File: src/rtl/mecu_pkg.sv
package mecu_pkg;
   localparam int REG_IDX_W = 4;
   localparam int DWORD_W   = 32;
   localparam int NFLAG     = 2;
   localparam int FLAG_SBE  = 0;
   localparam int FLAG_MBE  = 1;
   localparam int THR_LSB   = 16;
   localparam int INJ_ARM_BIT = 8;

   typedef enum logic [REG_IDX_W-1:0] {
      REG_STATUS  = 4'd0,
      REG_IRQ_EN  = 4'd1,
      REG_DISABLE = 4'd2,
      REG_SBE_CTL = 4'd3,
      REG_CAP_DLO = 4'd4,
      REG_CAP_DHI = 4'd5,
      REG_CAP_CHK = 4'd6,
      REG_CAP_ALO = 4'd7,
      REG_CAP_AHI = 4'd8,
      REG_INJ_DLO = 4'd9,
      REG_INJ_DHI = 4'd10,
      REG_INJ_CTL = 4'd11
   } reg_idx_e;
endpackage

File: src/rtl/mecu_sbe_counter.sv
module mecu_sbe_counter #(
   parameter int THR_W = 8
) (
   input  logic             clk,
   input  logic             rst_n,
   input  logic             clr_i,
   input  logic [THR_W-1:0] thr_i,
   input  logic             inc_i,
   output logic [THR_W-1:0] cnt_o,
   output logic             hit_o
);
   logic [THR_W-1:0] cnt_q;
   logic [THR_W:0]   cnt_inc;
   logic             thr_live;

   assign thr_live = (thr_i != '0);
   assign cnt_inc  = {1'b0, cnt_q} + {{THR_W{1'b0}}, 1'b1};
   assign hit_o    = inc_i && thr_live && (cnt_inc >= {1'b0, thr_i});
   assign cnt_o    = cnt_q;

   always_ff @(posedge clk or negedge rst_n) begin
      if (!rst_n) begin
         cnt_q <= '0;
      end else if (clr_i) begin
         cnt_q <= '0;
      end else if (inc_i && thr_live) begin
         cnt_q <= hit_o ? '0 : cnt_inc[THR_W-1:0];
      end
   end

   // the running count never reaches a live threshold
   assert_cnt_below_thr_R3: assert property (@(posedge clk) disable iff (!rst_n)
      (thr_i != '0) |-> (cnt_q < thr_i));

   // a zero threshold freezes the count
   assert_thr_zero_hold_R4: assert property (@(posedge clk) disable iff (!rst_n)
      ((thr_i == '0) && !clr_i) |=> $stable(cnt_q));
endmodule

File: src/rtl/mecu_capture.sv
module mecu_capture #(
   parameter int DATA_W      = 64,
   parameter int ADDR_W      = 40,
   parameter int CHK_W       = 16,
   parameter int WIDE_KEEP   = 8,
   parameter int NARROW_KEEP = 16
) (
   input  logic              clk,
   input  logic              rst_n,
   input  logic              load_i,
   input  logic              narrow_i,
   input  logic [DATA_W-1:0] data_i,
   input  logic [ADDR_W-1:0] addr_i,
   input  logic [CHK_W-1:0]  syn_i,
   output logic [DATA_W-1:0] data_o,
   output logic [ADDR_W-1:0] addr_o,
   output logic [CHK_W-1:0]  chk_o
);
   if (!(WIDE_KEEP <= NARROW_KEEP && NARROW_KEEP <= CHK_W && WIDE_KEEP > 0)) begin : g_bad_keep
      $error("mecu_capture: keep widths must satisfy 0 < WIDE_KEEP <= NARROW_KEEP <= CHK_W");
   end

   logic [CHK_W-1:0]  keep;
   logic [DATA_W-1:0] data_q;
   logic [ADDR_W-1:0] addr_q;
   logic [CHK_W-1:0]  chk_q;

   for (genvar i = 0; i < CHK_W; i++) begin : g_keep
      if (i < WIDE_KEEP) begin : g_always
         assign keep[i] = 1'b1;
      end else if (i < NARROW_KEEP) begin : g_mode
         assign keep[i] = narrow_i;
      end else begin : g_never
         assign keep[i] = 1'b0;
      end
   end

   always_ff @(posedge clk or negedge rst_n) begin
      if (!rst_n) begin
         data_q <= '0;
         addr_q <= '0;
         chk_q  <= '0;
      end else if (load_i) begin
         data_q <= data_i;
         addr_q <= addr_i;
         chk_q  <= syn_i & keep;
      end
   end

   assign data_o = data_q;
   assign addr_o = addr_q;
   assign chk_o  = chk_q;

   // wide-bus captures keep only the low check bits
   assert_wide_chk_trunc_R8: assert property (@(posedge clk) disable iff (!rst_n)
      (load_i && !narrow_i) |=> ((chk_q >> WIDE_KEEP) == '0));
endmodule

File: src/rtl/mecu_inject.sv
module mecu_inject #(
   parameter int DATA_W  = 64,
   parameter int ECC_W   = 8,
   parameter bit PRESENT = 1'b1
) (
   input  logic              arm_i,
   input  logic [DATA_W-1:0] dmask_i,
   input  logic [ECC_W-1:0]  cmask_i,
   input  logic [DATA_W-1:0] data_i,
   input  logic [ECC_W-1:0]  chk_i,
   output logic [DATA_W-1:0] data_o,
   output logic [ECC_W-1:0]  chk_o
);
   if (PRESENT) begin : g_xor
      assign data_o = data_i ^ (arm_i ? dmask_i : '0);
      assign chk_o  = chk_i ^ (arm_i ? cmask_i : '0);
   end else begin : g_pass
      logic unused_inj;
      assign unused_inj = ^{arm_i, dmask_i, cmask_i};
      assign data_o = data_i;
      assign chk_o  = chk_i;
   end
endmodule

File: src/rtl/memerr_report_unit.sv
module memerr_report_unit
   import mecu_pkg::*;
#(
   parameter int ADDR_W     = 40,
   parameter int CHK_W      = 16,
   parameter int ECC_W      = 8,
   parameter int THR_W      = 8,
   parameter bit INJECT_EN  = 1'b1
) (
   input  logic                  clk,
   input  logic                  rst_n,
   input  logic                  reg_wr,
   input  logic [REG_IDX_W-1:0]  reg_addr,
   input  logic [DWORD_W-1:0]    reg_wdata,
   output logic [DWORD_W-1:0]    reg_rdata,
   input  logic                  chk_valid,
   input  logic                  chk_sbe,
   input  logic                  chk_mbe,
   input  logic [2*DWORD_W-1:0]  chk_data,
   input  logic [CHK_W-1:0]      chk_syn,
   input  logic [ADDR_W-1:0]     chk_addr,
   input  logic                  narrow_bus_mode,
   input  logic [2*DWORD_W-1:0]  wr_data_in,
   input  logic [ECC_W-1:0]      wr_chk_in,
   output logic [2*DWORD_W-1:0]  wr_data_out,
   output logic [ECC_W-1:0]      wr_chk_out,
   output logic                  irq
);
   localparam int DATA_W = 2 * DWORD_W;
   localparam int AHI_W  = ADDR_W - DWORD_W;

   if (ADDR_W <= DWORD_W || ADDR_W > 2 * DWORD_W) begin : g_bad_addr
      $error("memerr_report_unit: ADDR_W must lie in 33..64");
   end
   if (THR_W > 8 || CHK_W > DWORD_W || ECC_W > INJ_ARM_BIT) begin : g_bad_field
      $error("memerr_report_unit: field widths exceed their register slots");
   end

   logic [NFLAG-1:0]   flags_q, irq_en_q, dis_q, set_vec, clr_vec;
   logic [THR_W-1:0]   thr_q, sbe_cnt;
   logic [DWORD_W-1:0] inj_dlo_q, inj_dhi_q;
   logic [ECC_W-1:0]   inj_chk_q;
   logic               inj_arm_q;
   logic               sbe_seen, mbe_seen, sbe_hit, cap_load;
   logic [DATA_W-1:0]  cap_data;
   logic [ADDR_W-1:0]  cap_addr;
   logic [CHK_W-1:0]   cap_chk;

   function automatic logic wr_to(input reg_idx_e idx);
      return reg_wr && (reg_addr == idx);
   endfunction

   // Accepted verdicts: an uncorrectable indication masks a corrected one
   assign mbe_seen = chk_valid && chk_mbe && !dis_q[FLAG_MBE];
   assign sbe_seen = chk_valid && chk_sbe && !chk_mbe && !dis_q[FLAG_SBE];

   mecu_sbe_counter #(.THR_W(THR_W)) sbe_cnt_i (
      .clk   (clk),
      .rst_n (rst_n),
      .clr_i (wr_to(REG_SBE_CTL)),
      .thr_i (thr_q),
      .inc_i (sbe_seen),
      .cnt_o (sbe_cnt),
      .hit_o (sbe_hit)
   );

   always_comb begin
      set_vec           = '0;
      set_vec[FLAG_SBE] = sbe_hit;
      set_vec[FLAG_MBE] = mbe_seen;
      clr_vec           = wr_to(REG_STATUS) ? reg_wdata[NFLAG-1:0] : '0;
   end

   assign cap_load = (set_vec != '0) && (flags_q == '0);

   always_ff @(posedge clk or negedge rst_n) begin
      if (!rst_n) begin
         flags_q   <= '0;
         irq_en_q  <= '0;
         dis_q     <= '0;
         thr_q     <= '0;
         inj_dlo_q <= '0;
         inj_dhi_q <= '0;
         inj_chk_q <= '0;
         inj_arm_q <= 1'b0;
      end else begin
         flags_q <= (flags_q & ~clr_vec) | set_vec;
         if (wr_to(REG_IRQ_EN))  irq_en_q  <= reg_wdata[NFLAG-1:0];
         if (wr_to(REG_DISABLE)) dis_q     <= reg_wdata[NFLAG-1:0];
         if (wr_to(REG_SBE_CTL)) thr_q     <= reg_wdata[THR_LSB +: THR_W];
         if (wr_to(REG_INJ_DLO)) inj_dlo_q <= reg_wdata;
         if (wr_to(REG_INJ_DHI)) inj_dhi_q <= reg_wdata;
         if (wr_to(REG_INJ_CTL)) begin
            inj_chk_q <= reg_wdata[ECC_W-1:0];
            inj_arm_q <= reg_wdata[INJ_ARM_BIT];
         end
      end
   end

   mecu_capture #(
      .DATA_W      (DATA_W),
      .ADDR_W      (ADDR_W),
      .CHK_W       (CHK_W),
      .WIDE_KEEP   (ECC_W),
      .NARROW_KEEP (CHK_W)
   ) capture_i (
      .clk      (clk),
      .rst_n    (rst_n),
      .load_i   (cap_load),
      .narrow_i (narrow_bus_mode),
      .data_i   (chk_data),
      .addr_i   (chk_addr),
      .syn_i    (chk_syn),
      .data_o   (cap_data),
      .addr_o   (cap_addr),
      .chk_o    (cap_chk)
   );

   mecu_inject #(.DATA_W(DATA_W), .ECC_W(ECC_W), .PRESENT(INJECT_EN)) inject_i (
      .arm_i   (inj_arm_q),
      .dmask_i ({inj_dhi_q, inj_dlo_q}),
      .cmask_i (inj_chk_q),
      .data_i  (wr_data_in),
      .chk_i   (wr_chk_in),
      .data_o  (wr_data_out),
      .chk_o   (wr_chk_out)
   );

   assign irq = |(flags_q & irq_en_q);

   always_comb begin
      reg_rdata = '0;
      case (reg_addr)
         REG_STATUS:  reg_rdata[NFLAG-1:0] = flags_q;
         REG_IRQ_EN:  reg_rdata[NFLAG-1:0] = irq_en_q;
         REG_DISABLE: reg_rdata[NFLAG-1:0] = dis_q;
         REG_SBE_CTL: begin
            reg_rdata[THR_LSB +: THR_W] = thr_q;
            reg_rdata[THR_W-1:0]        = sbe_cnt;
         end
         REG_CAP_DLO: reg_rdata = cap_data[DWORD_W-1:0];
         REG_CAP_DHI: reg_rdata = cap_data[DATA_W-1:DWORD_W];
         REG_CAP_CHK: reg_rdata = DWORD_W'(cap_chk);
         REG_CAP_ALO: reg_rdata = cap_addr[DWORD_W-1:0];
         REG_CAP_AHI: reg_rdata = DWORD_W'(cap_addr[ADDR_W-1:DWORD_W]);
         REG_INJ_DLO: reg_rdata = inj_dlo_q;
         REG_INJ_DHI: reg_rdata = inj_dhi_q;
         REG_INJ_CTL: begin
            reg_rdata[ECC_W-1:0]   = inj_chk_q;
            reg_rdata[INJ_ARM_BIT] = inj_arm_q;
         end
         default:     reg_rdata = '0;
      endcase
   end

   logic unused_ahi;
   assign unused_ahi = (AHI_W > 0);

   // an accepted uncorrectable error is flagged on the next edge
   assert_mbe_flags_R2: assert property (@(posedge clk) disable iff (!rst_n)
      (chk_valid && chk_mbe && !dis_q[FLAG_MBE]) |=> flags_q[FLAG_MBE]);

   // a clearing write without a concurrent event drops the flag
   assert_w1c_clears_R5: assert property (@(posedge clk) disable iff (!rst_n)
      (reg_wr && reg_addr == REG_STATUS && reg_wdata[FLAG_MBE]
       && !(chk_valid && chk_mbe && !dis_q[FLAG_MBE])) |=> !flags_q[FLAG_MBE]);

   // the snapshot is frozen while any flag is pending
   assert_capture_frozen_R7: assert property (@(posedge clk) disable iff (!rst_n)
      (flags_q != '0) |=> ($stable(cap_data) && $stable(cap_addr) && $stable(cap_chk)));

   // an enabled pending flag always drives the interrupt
   assert_irq_follows_R9: assert property (@(posedge clk) disable iff (!rst_n)
      (flags_q[FLAG_SBE] && irq_en_q[FLAG_SBE]) |-> irq);

   // a disabled uncorrectable flag cannot become set
   assert_disable_blocks_R10: assert property (@(posedge clk) disable iff (!rst_n)
      (dis_q[FLAG_MBE] && !flags_q[FLAG_MBE]) |=> !flags_q[FLAG_MBE]);
endmodule

File: config.mk
export PLATFORM = sky130hd
export DESIGN_NAME = memerr_report_unit
export DESIGN_NICKNAME = d
export VERILOG_FILES = /design/src/rtl/mecu_pkg.sv /design/src/rtl/mecu_sbe_counter.sv /design/src/rtl/mecu_capture.sv /design/src/rtl/mecu_inject.sv /design/src/rtl/memerr_report_unit.sv
export SDC_FILE = /design/constraint.sdc
export NUM_CORES = 1
export LEC_CHECK = 0
export BUFFER_PORTS_ARGS = -buffer_cell sky130_fd_sc_hd__buf_2
export CORE_MARGIN = 2
export CORE_UTILIZATION = 40
export DETAILED_ROUTE_END_ITERATION = 16
export HOLD_SLACK_MARGIN = 0.15
export PLACE_DENSITY = 0.76
export SLEW_MARGIN = 20
export SYNTH_ARGS = -nofsm -noshare
export SYNTH_HDL_FRONTEND = slang
export SYNTH_HIERARCHICAL = 1
export SYNTH_SLANG_ARGS = --single-unit
File: constraint.sdc
create_clock -name clk -period 6.6 [get_ports clk]
set_input_delay 0 -clock clk [delete_from_list [all_inputs] [get_ports clk]]
set_output_delay 0 -clock clk [all_outputs]
set_load 0.1 [all_outputs]
# After elaboration in Yosys (flattened, before gate mapping)
# Cells that the tools add are included.
classes:
  n_addsub: 1
  order_cmp: 1
  eq_ne: 11
  n_mux: 12
  n_bitwise: 7
  n_reduce_logical: 24
ops:
  columns: ["cell", "n"]
  rows:
  - ["64-bit two-way mux", 1]
  - ["64-bit bitwise XOR", 1]
  - ["6-bit case mux with 9 select lines", 1]
  - ["8-bit case mux with 6 select lines", 1]
  - ["7-bit case mux with 6 select lines", 1]
  - ["8-bit case mux with 5 select lines", 1]
  - ["8-bit two-way mux", 4]
  - ["2-bit case mux with 12 select lines", 1]
  - ["16-bit AND", 1]
  - ["4-bit by 3-bit equality test with 1-bit output (second input constant)", 4]
  - ["4-bit equality test (second input constant)", 4]
  - ["1-bit logical AND", 15]
  - ["8-bit by 1-bit adder with 9-bit output (second input constant)", 1]
  - ["9-bit by 8-bit >= comparator with 1-bit output", 1]
  - ["4-bit by 2-bit equality test with 1-bit output (second input constant)", 2]
  - ["8-bit nonzero test", 1]
  - ["8-bit bitwise XOR", 1]
  - ["1-bit case mux with 7 select lines", 1]
  - ["2-bit AND", 2]
  - ["4-bit by 1-bit equality test with 1-bit output (second input constant)", 1]
  - ["4-bit zero test", 1]
  - ["2-bit nonzero test", 2]
  - ["1-bit zero test", 3]
  - ["2-bit zero test", 1]
  - ["other kinds (4)", 4]
word_totals:
  ff_bits: 215
  inputBits: 235

# Logic depth before layout (Yosys ltp)
logic_depth:
  ltp_word: 8
  mapped_depth: 15

# By module
# The synthesis kept the hierarchy.
by_module_without_submodules:
  columns: ["mod", "instances", "cells_each", "area_each_um2", "seq_area_each_um2"]
  rows:
  - ["memerr_report_unit", 1, 432, 5003.5, 2177.1]
  - ["mecu_capture", 1, 271, 4525.6, 3002.9]
  - ["mecu_inject", 1, 152, 991.0, 0.0]
  - ["mecu_sbe_counter", 1, 87, 744.5, 200.2]

# Worst setup path before layout
# No wires, ideal clock.
synth_path:
  kind: "flip-flop to flip-flop"
  start: "reg sbe_cnt_i.cnt_q[0], in the netlist sbe_cnt_i/cnt_o[0]"
  end: "reg capture_i.data_q[51], in the netlist capture_i/data_o[51]"
  setup_ps: 125
  arrival_time_ps: 2930
  setup_slack_ps: 3546
  path_stages_with_launch: 15
  period_less_slack_ps: 3054
  path_cell_list: "dfrtp_1 > and4_1 > and4_1 > xnor2_1 > inv_1 > ha_1 > and3_1 > a221oi_2 > and2_2 > a21oi_1 > nor2_1 > nor3_1 > buf_4 > buf_6 > mux2_2"
synth_via:
  elab_chain_cells: 5
synth_rtl:
  columns: ["element", "line_no", "source"]
  rows:
  - ["start: declaration", "mecu_sbe_counter.sv:12", "logic [THR_W-1:0] cnt_q;"]
  - ["start signal: assignment", "mecu_sbe_counter.sv:27", "cnt_q <= hit_o ? '0 : cnt_inc[THR_W-1:0];"]
  - ["8-bit by 1-bit adder with 9-bit output", "mecu_sbe_counter.sv:17", "assign cnt_inc = {1'b0, cnt_q} + {{THR_W{1'b0}}, 1'b1};"]
  - ["9-bit by 8-bit >= comparator with 1-bit output", "mecu_sbe_counter.sv:18", "assign hit_o = inc_i && thr_live && (cnt_inc >= {1'b0, thr_i});"]
  - ["1-bit logical AND", "mecu_sbe_counter.sv:18", null]
  - ["net sbe_hit", "memerr_report_unit.sv:44", "logic sbe_seen, mbe_seen, sbe_hit, cap_load;"]
  - ["2-bit nonzero test", "memerr_report_unit.sv:74", "assign cap_load = (set_vec != '0) && (flags_q == '0);"]
  - ["1-bit logical AND", "memerr_report_unit.sv:74", null]
  - ["net cap_load", "memerr_report_unit.sv:44", null]
  - ["end signal: assignment", "mecu_capture.sv:44", "data_q <= data_i;"]
  - ["end: declaration", "mecu_capture.sv:24", "logic [DATA_W-1:0] data_q;"]
# The timed path passes the listed nets, and every way through them passes these cells.
# A chain may end at the register's enable or synchronous reset.

# Worst setup path in the final report
layout_path:
  start: "reg sbe_cnt_i.cnt_q[0], in the netlist sbe_cnt_i/cnt_o[0]"
  end: "reg capture_i.chk_q[13], in the netlist capture_i/chk_o[13]"
layout_via:
  elab_chain_cells: 5
layout_rtl:
  columns: ["element", "line_no", "source"]
  rows:
  - ["8-bit by 1-bit adder with 9-bit output", "mecu_sbe_counter.sv:17", null]
  - ["9-bit by 8-bit >= comparator with 1-bit output", "mecu_sbe_counter.sv:18", null]
  - ["1-bit logical AND", "mecu_sbe_counter.sv:18", null]
  - ["net sbe_hit", "memerr_report_unit.sv:44", null]
  - ["2-bit nonzero test", "memerr_report_unit.sv:74", null]
  - ["1-bit logical AND", "memerr_report_unit.sv:74", null]
  - ["net cap_load", "memerr_report_unit.sv:44", null]
  - ["end signal: assignment", "mecu_capture.sv:46", "chk_q <= syn_i & keep;"]
  - ["end: declaration", "mecu_capture.sv:26", "logic [CHK_W-1:0] chk_q;"]
# The timed path passes the listed nets, and every way through them passes these cells.

==> flow_summary.toml <==
[outcome]
status = "finished clean"

[final_layout]
area_delta_synth_final_pct = 40.2
drive_gt1_share_pct = 43.0
final_core_util_pct = 56.8
layout.nets = 1672

[logic_synthesis]
synth.avg_cell_area_um2 = 12.0
ys_seq_area_share_pct = 47.8
synth_fp_nets = 1186
ys.warnings.count = 6
ys_seq_elements = 215
synth_most_common_cell = "dfrtp_1"
synthFlopType = "dfrtp_1"
synth_edf_count = 0
syn_area_um2 = 11300
synthTopCellsByArea = "dfrtp_1 48%, mux2_2 21%, xnor2_1 5.8%"
yosys.area.top_type = "dfrtp_1"
ys_top_cells_by_count = "215 x dfrtp_1, 207 x mux2_2, 99 x nand2_1"
synth_top_area_share_pct = 47.8
async_reset_ff_share_pct = 100
synth_cell_types = 58
synthCells = 942

[global_route]
grt_pass1_wl_um = 58500
grtUsageTotal_pct = 26.2
antenna_found_initial = 6
grt_max_degree = 129
grt_overflow = 0
first_global_vias = 10000

[worst_setup_path]
start_kind = "flip-flop"
r2r_setup_slack_ns = 2.39
cpMaxStageDelayCell = "dlygate4sd3_1"
r2r_end = "capture_i/chk_o[13]"
rr_worst_depth = 15
cp_max_fo = 128
required_ns = 7.02
r2r_start = "sbe_cnt_i/cnt_o[0]"
path_cells = "ha_1 > nand3_1 > nor2_1 > xor2_1 > ha_1 > and3_1 > a221oi_2 > and2_2 > a21oi_1 > nor2_1 > nor3_2 > buf_12 > nand3_1 > dlygate4sd3_1 > o21ai_0"
crit_path_max_incr_delay_ns = 0.62
worstSetupPathType = "flip-flop to flip-flop"
worst_ep_arrival_time_ns = 4.64
critPathCaptureType = "flip-flop"

[clocking]
clk_latency_ns = 0.53
cts_setup_buffers = 0
clkTransAtPathRegs_ns = 0.06
ctsHoldBuffers = 169
cts_root_buf = "clkbuf_16"
clock_sinks = 215
cts_tree = "built"
numCtsBuffers = 25
cts_max_path_buffers = 3
clock_tree.htree_level_count = 1
cts_resized = 0

[timing]
holdWs_ns = 0.240
max_freq_mhz = 237
tightest_slew_ns = 1.08
slew_viol_final = 0
fin_crit_sh_pct = 63.8
relSlewSlack_pct = 27.8
rsz0062_at_grt = "false"
setup_tns_ns = 0
hold_violations = 0
setup_viol = 0
clock_skew_ns = 0.0153
fin_crit_ns = 4.21

[pwr]
vdd_drop_max_mv = 0.206
power_leakage_uw = 0.00707
p_per_area_nw_per_um2 = 396

[worst_hold_path]
hold_end = "capture_i/data_o[41]"
worst_hold_path_type = "input pin to flip-flop"
hp-start = "chk_data[41]"
hold_depth = 3

[drt]
dr_wl_met2_um = 19100
post-route-drc-count = 0
routedLengthMet1_um = 16500
ant_nets = 0
routed_wl_um = 40000
drt-initial-drc-count = 762
dr.max_layer_used = "met4"
viasPerCell = 5.46
wl_per_cell_um = 21.9
wl_met3_um = 2660
vias = 10000
drt_first_pass_iters = 5

[die]
ios = 340
fp.coreArea_um2 = 27800
rows = 61
dieArea_um2 = 29500
die_width_um = 172
fp.dieH_um = 172
initial_core_util_pct = 40.5

[place]
port_buffers = 339
gp_congestion = 0.926
dpl.hpwl_um = 27000

[run]
cap_violations = 0
[stage by stage]
step,instances,power [uW],setup WS (ns),cell area (um2)
6_report,1832,6250,2.39,15800
5_1_grt,1830,6490,2.21,15800
4_1_cts,1823,6200,2.63,15700
3_5_place_dp,1609,4570,3.03,13100
3_3_place_gp,1609,4500,3.13,13100
2_1_floorplan,942,4020,3.55,11300
[area by class of cell]
type                       count  area, um2
fill                        2312      12000
sequential                   215       5380
multi-input combinational    646       5370
timing repair buffer         521       3550
clock buffer                  35        733
tap                          378        473
clock inverter                10        189
inverter                      19       71.3
antenna                        8       20.0
[metal layers]
metal,track usage (%),vias up
met5,0,-
met3,4.30,120
met2,43.0,515
met4,11.4,0
met1,34.4,4956
li1,-,4409
[report_power, final]
group | leakage, uW | internal (uW) | total (uW) | switching [uW]
clock | 0.000450 | 971 | 1550 | 575
combinational | 0.00399 | 828 | 2460 | 1630
sequential | 0.00263 | 1830 | 2240 | 413
total | 0.00707 | 3630 | 6250 | 2620
[kinds of logic after synthesis]
family | synth area share [%]
multiplexers | 22.0
flip-flops | 47.8
AND/OR/NAND/NOR | 7.50
AO/OA/AOI/OAI | 11.0
buffers and inverters | 4.71
XOR/XNOR | 5.99
adder cells (fa/ha/maj) | 1.00
[state kept, by name (all words and copies together), names as in the netlist]
register,cells
capture_i/addr_o,40
capture_i/chk_o,16
capture_i/data_o,64
dis_q,2
flags_q,2
inj_arm_q,1
inj_chk_q,8
inj_dhi_q,32
inj_dlo_q,32
irq_en_q,2
sbe_cnt_i/cnt_o,8
thr_q,8
[worst max-delay path: cells and delay by family, from the launching register on]
| family | cells | cell delay (ns) |
|---|---|---|
| DFF | 1 | 0.45 |
| xor gates and xnor gates | 1 | 0.10 |
| buffers and inverters | 2 | 1.15 |
| AOI/OAI and AO/OA | 3 | 0.40 |
| adders and majority gates | 2 | 0.56 |
| and+or+nand+nor | 7 | 1.35 |
[cells in the final DEF, fill, tap and decap left out, types with 4 or more instances in the layout]
cell type,Yosys,routed
buf_2,16,338
xnor2_1,75,75
a221oi_1,4,4
mux2_2,207,207
dlygate4sd3_1,0,168
nand3_1,19,19
mux4_2,4,4
dfrtp_1,215,214
nor2b_1,11,9
inv_1,19,19
mux2i_1,4,4
a222oi_1,9,9
clkbuf_16,0,25
a22oi_1,41,41
bufinv_16,0,5
o21ai_0,35,35
a32oi_1,10,10
a32o_1,9,9
ha_1,9,9
nand2_1,99,99
diode_2,0,8
a22o_1,21,21
a21oi_1,7,7
nand2b_1,4,4
nor3_1,7,5
a21o_1,5,5
buf_4,7,11
nor2_1,14,14
o211ai_1,8,8
clkbuf_8,0,7
nor3b_1,4,4
[worst max-delay path by stage]
stage,from,endpoint,slack [ns],depth (start not counted)
floorplan,sbe_cnt_i/cnt_o[0],capture_i/data_o[51],3.55,14
global placement,sbe_cnt_i/cnt_o[0],capture_i/addr_o[26],3.13,13
detailed placement,sbe_cnt_i/cnt_o[0],capture_i/addr_o[19],3.03,13
CTS,sbe_cnt_i/cnt_o[0],capture_i/chk_o[12],2.63,15
global route,sbe_cnt_i/cnt_o[0],capture_i/chk_o[13],2.21,15
finish,sbe_cnt_i/cnt_o[0],capture_i/chk_o[13],2.39,15
Note: power is estimated with default switching activity, not from simulation.
